$ cat src/rtl/evc_pkg.sv
package evc_pkg;

  // Which external line feeds the counter
  typedef enum logic {
    SRC_LINE_A = 1'b0,
    SRC_LINE_B = 1'b1
  } evc_src_e;

  localparam int unsigned EVC_DEFAULT_W      = 16;
  localparam int unsigned EVC_DEFAULT_STAGES = 2;

endpackage

$ cat src/rtl/evc_sync.sv
module evc_sync #(
  parameter int unsigned STAGES = 2
) (
  input  logic clk,
  input  logic rst,
  input  logic din,
  output logic dout
);

  localparam int unsigned LAST = STAGES - 1;

  logic [STAGES-1:0] chain;

  // Stage 0 samples the raw line; later stages only copy the one before.
  always_ff @(posedge clk) begin
    if (rst) chain[0] <= 1'b0;
    else     chain[0] <= din;
  end

  for (genvar gi = 1; gi < STAGES; gi++) begin : g_stage
    always_ff @(posedge clk) begin
      if (rst) chain[gi] <= 1'b0;
      else     chain[gi] <= chain[gi-1];
    end
  end

  assign dout = chain[LAST];

endmodule

$ cat src/rtl/evc_edge_sel.sv
module evc_edge_sel
  import evc_pkg::*;
(
  input  logic clk,
  input  logic rst,
  input  logic lvl_a,
  input  logic lvl_b,
  input  logic src_sel,
  output logic picked_lvl,
  output logic sel_change,
  output logic cnt_en
);

  evc_src_e sel_now;
  evc_src_e sel_q;
  logic     hist_q;

  assign sel_now    = evc_src_e'(src_sel);
  assign picked_lvl = (sel_now == SRC_LINE_B) ? lvl_b : lvl_a;
  assign sel_change = (sel_now != sel_q);

  // History always tracks the currently picked line, so in a switch cycle it
  // is reloaded with the new line's level and no false edge follows.
  always_ff @(posedge clk) begin
    if (rst) begin
      sel_q  <= SRC_LINE_A;
      hist_q <= 1'b0;
    end else begin
      sel_q  <= sel_now;
      hist_q <= picked_lvl;
    end
  end

  assign cnt_en = picked_lvl && !hist_q && !sel_change;

  assert_one_shot_R4: assert property (@(posedge clk) disable iff (rst)
    cnt_en |=> !cnt_en);

endmodule

$ cat src/rtl/evc_counter.sv
module evc_counter #(
  parameter int unsigned COUNT_W = 16
) (
  input  logic               clk,
  input  logic               rst,
  input  logic               clr,
  input  logic               cnt_en,
  output logic [COUNT_W-1:0] count
);

  localparam logic [COUNT_W-1:0] ZERO = '0;

  function automatic logic [COUNT_W-1:0] bump(input logic [COUNT_W-1:0] v);
    return v + {{(COUNT_W-1){1'b0}}, 1'b1};
  endfunction

  logic [COUNT_W-1:0] cnt_q;

  always_ff @(posedge clk) begin
    if (rst || clr)  cnt_q <= ZERO;
    else if (cnt_en) cnt_q <= bump(cnt_q);
  end

  assign count = cnt_q;

  assert_step_R5: assert property (@(posedge clk) disable iff (rst)
    (cnt_q != $past(cnt_q)) |-> (cnt_q == ZERO || cnt_q == $past(cnt_q) + 1'b1));

  assert_clear_R7: assert property (@(posedge clk) disable iff (rst)
    clr |=> (cnt_q == ZERO));

endmodule

$ cat src/rtl/evc_event_counter.sv
module evc_event_counter
  import evc_pkg::*;
#(
  parameter int unsigned COUNT_W     = EVC_DEFAULT_W,
  parameter int unsigned SYNC_STAGES = EVC_DEFAULT_STAGES
) (
  input  logic               clk,
  input  logic               rst,
  input  logic               ev_a_in,
  input  logic               ev_b_in,
  input  logic               src_sel,
  input  logic               clr,
  output logic [COUNT_W-1:0] count
);

  localparam int unsigned N_LINES = 2;

  logic [N_LINES-1:0] raw_lines;
  logic [N_LINES-1:0] sync_lines;
  logic               picked_lvl;
  logic               sel_change;
  logic               cnt_en;

  assign raw_lines = {ev_b_in, ev_a_in};

  // One synchronizer per line, ahead of any selection
  for (genvar li = 0; li < N_LINES; li++) begin : g_line
    evc_sync #(.STAGES(SYNC_STAGES)) u_sync (
      .clk  (clk),
      .rst  (rst),
      .din  (raw_lines[li]),
      .dout (sync_lines[li])
    );
  end

  evc_edge_sel u_edge (
    .clk        (clk),
    .rst        (rst),
    .lvl_a      (sync_lines[0]),
    .lvl_b      (sync_lines[1]),
    .src_sel    (src_sel),
    .picked_lvl (picked_lvl),
    .sel_change (sel_change),
    .cnt_en     (cnt_en)
  );

  evc_counter #(.COUNT_W(COUNT_W)) u_cnt (
    .clk    (clk),
    .rst    (rst),
    .clr    (clr),
    .cnt_en (cnt_en),
    .count  (count)
  );

  assert_switch_quiet_R6: assert property (@(posedge clk) disable iff (rst)
    (src_sel != $past(src_sel)) |=> (count == $past(count) || count == '0));

  assert_enable_level_R2: assert property (@(posedge clk) disable iff (rst)
    cnt_en |-> picked_lvl);

endmodule

$ cat config.mk
export PLATFORM = sky130hd
export DESIGN_NAME = evc_event_counter
export DESIGN_NICKNAME = d
export VERILOG_FILES = /design/src/rtl/evc_pkg.sv /design/src/rtl/evc_sync.sv /design/src/rtl/evc_edge_sel.sv /design/src/rtl/evc_counter.sv /design/src/rtl/evc_event_counter.sv
export SDC_FILE = /design/constraint.sdc
export NUM_CORES = 1
export LEC_CHECK = 0
export ABC_AREA = 1
export BUFFER_PORTS_ARGS = -buffer_cell sky130_fd_sc_hd__buf_2
export CAP_MARGIN = 20
export CELL_PAD_IN_SITES_DETAIL_PLACEMENT = 0
export CELL_PAD_IN_SITES_GLOBAL_PLACEMENT = 2
export CORE_MARGIN = 2
export CORE_UTILIZATION = 30
export CTS_CLUSTER_SIZE = 30
export DETAILED_ROUTE_END_ITERATION = 10
export GPL_ROUTABILITY_DRIVEN = 1
export GPL_TIMING_DRIVEN = 0
export PLACE_DENSITY_LB_ADDON = 0.1
export SLEW_MARGIN = 5
export SYNTH_ARGS = -nofsm -noshare
export SYNTH_HDL_FRONTEND = slang
export SYNTH_HIERARCHICAL = 1
export SYNTH_SLANG_ARGS = --single-unit
export TNS_END_PERCENT = 30
$ cat constraint.sdc
create_clock -name clk -period 2.1 [get_ports clk]
set_input_delay 0.42 -clock clk [delete_from_list [all_inputs] [get_ports clk]]
set_output_delay 0.42 -clock clk [all_outputs]
set_load 0.05 [all_outputs]
==> metrics.md <==
| Metric | Value |
|---|---|
| TritonRoute pass-1 iters | `4` |
| TritonCTS clock tree | `yes` |
| Worst-Margin Slew | `about 0.35 ns` |
| Vias in the first global route | `770` |
| Slowest CP cell | `dfxtp_1` |
| Worst setup margin | `0.500 ns` |
| Fin Setup TNS | `0 ns` |
| Cells along the critical path | `inv_1 -> nand2_1 -> nand3_2 -> nor2_2 -> nand2_2 -> nor2_4 -> nand2_2 -> nor2_2 -> nand3_1 -> nand2_1 -> nor2_1` |
| NumNets Final | `about 180` |
| # rows | `20` |
| WL/cell | `10.4 um` |
| Chip width | `slightly above 60 um` |
| Fin crit share | `0.762` |
| Hold Crit Start | `ev_a_in` |
| CP max FO | `8` |
| Fin cells | `~210` |
| Setup WS pre-CTS | `approximately 0.31 ns` |
| Starting DRC count in detailed routing | `47` |
| Tmin final | `between 1.5 and 2 ns` |
| DP HPWL | `roughly 1700 um` |
| Sw Pwr | `between 0.00015 and 0.0002 W` |
| Logic gate share of total power | `0.050` |
| Routed via count | `922` |
| Max Cap Viol | `0` |
| Pint | `0.000631 W` |
| Pin count of the biggest net entering global routing | `14` |
| Clock network fraction of total power | `0.414` |
| Sw frac | `0.209` |
| DP Cell Count | `208` |
| Antenna viol nets, final | `0` |
| CP required | `around 2.3 ns` |
| Count of pins over their slew limit | `0` |
| Fmax | `between 600 and 700 MHz` |
| Clock transition at path regs | `about 0.14 ns` |
| CTS Sinks | `22` |
| Hold_ws | `around 0.29 ns` |
| First-pass GRT wire length | `3570 um` |
| Sequential share of power | `0.536` |
| Slew Limit Headroom | `0.766` |
| Die ar. | `between 3000 and 4000 sq um` |
| Core Area | `between 3000 and 4000 sq um` |
| Area Overhead vs Synth | `21.2%` |
| Outcome | `finished clean` |
| ANT cells | `0` |
| Worst path max stage delay | `roughly 0.36 ns` |
| Syn_area_per_cell | `7.02 sq um` |
| RSZ-0062 raised after global routing | `false` |
| Syn nets | `150` |
| CTS Buf Count | `3` |
| Congestion Overflow GR | `0` |
| CTS hold repair buffers | `0` |
| Crit path launch type | `flip-flop` |
| # DRC | `0` |
| Setup Buffers After CTS | `0` |
| Port-buffer cells | `21` |
| Post-Syn Area | `~1000 sq um` |
| Cells after Synth | `approximately 140` |
| Fin. Hold Viols | `0` |
| Launch point of the worst path | `u_edge/sel_q` |
| Setup crit end kind | `flip-flop` |
| P_leak | `around 0.53 nW` |
| Power Dens Cells | `656 nW/um^2` |
| CTS root buffer | `clkbuf_4` |
| Placer congestion estimate | `around 0.77` |
| Worst R2R Start | `u_edge/sel_q` |
| Post_cts resized | `0` |
| Initial antenna violation count | `0` |
| Hold Crit Class | `in -> reg` |
| Worst Skew | `around 0.0090 ns` |
| Insertion delay to the later sink of the worst-skew pair | `around 0.31 ns` |
| Kind of critical path | `reg -> reg` |
| Max VDD drop | `~400 uV` |
| Fillers | `346` |
| Via/cell ratio | `approximately 4.3` |
| H-tree depth | `1` |
| Chip Height | `61.8 um` |
| Yosys warnings | `6` |
| Fraction of layout cells with a size suffix above 1 | `0.250` |
| Setup Viol. Count Final | `0` |
| Crit path DAT | `approximately 1.8 ns` |
| DRT Wirelength | `2210 um` |
| Gr usage total | `0.130` |
| I/O pins | `22` |
| Starting Density | `0.321` |
| CTS max path bufs | `2` |
[routing by layer]
metal,track usage,routed length [um],vias to the layer above
met5,0,0,-
met4,0.0638,15,0
met3,0.0311,52,2
met2,0.195,1010,11
met1,0.175,1130,415
li1,-,-,494
[stage by stage]
step | power, W | util | area [sq um]
floorplan | 0.000463 | - | 1000
global placement | 0.000477 | 0.372 | 1160
detailed placement | 0.000477 | 0.372 | 1160
CTS | 0.000816 | 0.389 | 1220
global route | 0.000848 | 0.389 | 1220
finish | 0.000798 | 0.389 | 1220
[worst max-delay path, delay by kind of cell (launching register included)]
kind	cells	cell delay, ns
and+or+nand+nor	10	1.08
DFF	1	0.36
buffers and inverters	1	0.05
[layout by cell type (no fill, tap or decap), types with 8 or more instances in the layout]
cell      n
a21oi_1   9
nor2_1   28
nand3_1   8
inv_1    19
dfxtp_1  22
buf_2    21
nand2_1  26
[cell type report]
type,count,area (sq um),share of cell area
inverters,23,86.3,0.0710
flip-flops and latches,22,440,0.362
repair buffers,21,105,0.0864
clock buffers,3,22.5,0.0185
plain buffers,1,11.3,0.00926
multi-input cells,97,465,0.383
well taps,44,55.1,0.0453
clock inverters,1,30.0,0.0247
[power by group through the flow]
stage	Sequential (W)	Combinational (W)	Clock, W
2_1_floorplan	0.000441	0.0000228	0
3_3_place_gp	0.000437	0.0000401	0
3_5_place_dp	0.000437	0.0000402	0
4_1_cts	0.000428	0.0000406	0.000347
5_1_grt	0.000429	0.0000451	0.000374
6_report	0.000428	0.0000401	0.000331
[registers in the layout, indices dropped and copies added, names as in the netlist]
signal,flops
u_edge/sel_q,1
u_cnt/count,16
g_line.u_sync/chain,2
g_line.u_sync/dout,2
u_edge/hist_q,1
[final timing paths]
check / to / slack [ns] / cells past startpoint
worst min register to register: g_line[1].u_sync/dout / 0.41 / 2
worst min-delay path: g_line[0].u_sync/chain[0] / 0.29 / 3
worst max-delay path: u_cnt/count[13] / 0.50 / 11
worst max register to register: u_cnt/count[13] / 0.50 / 11
(Power assumes the default switching activity.)
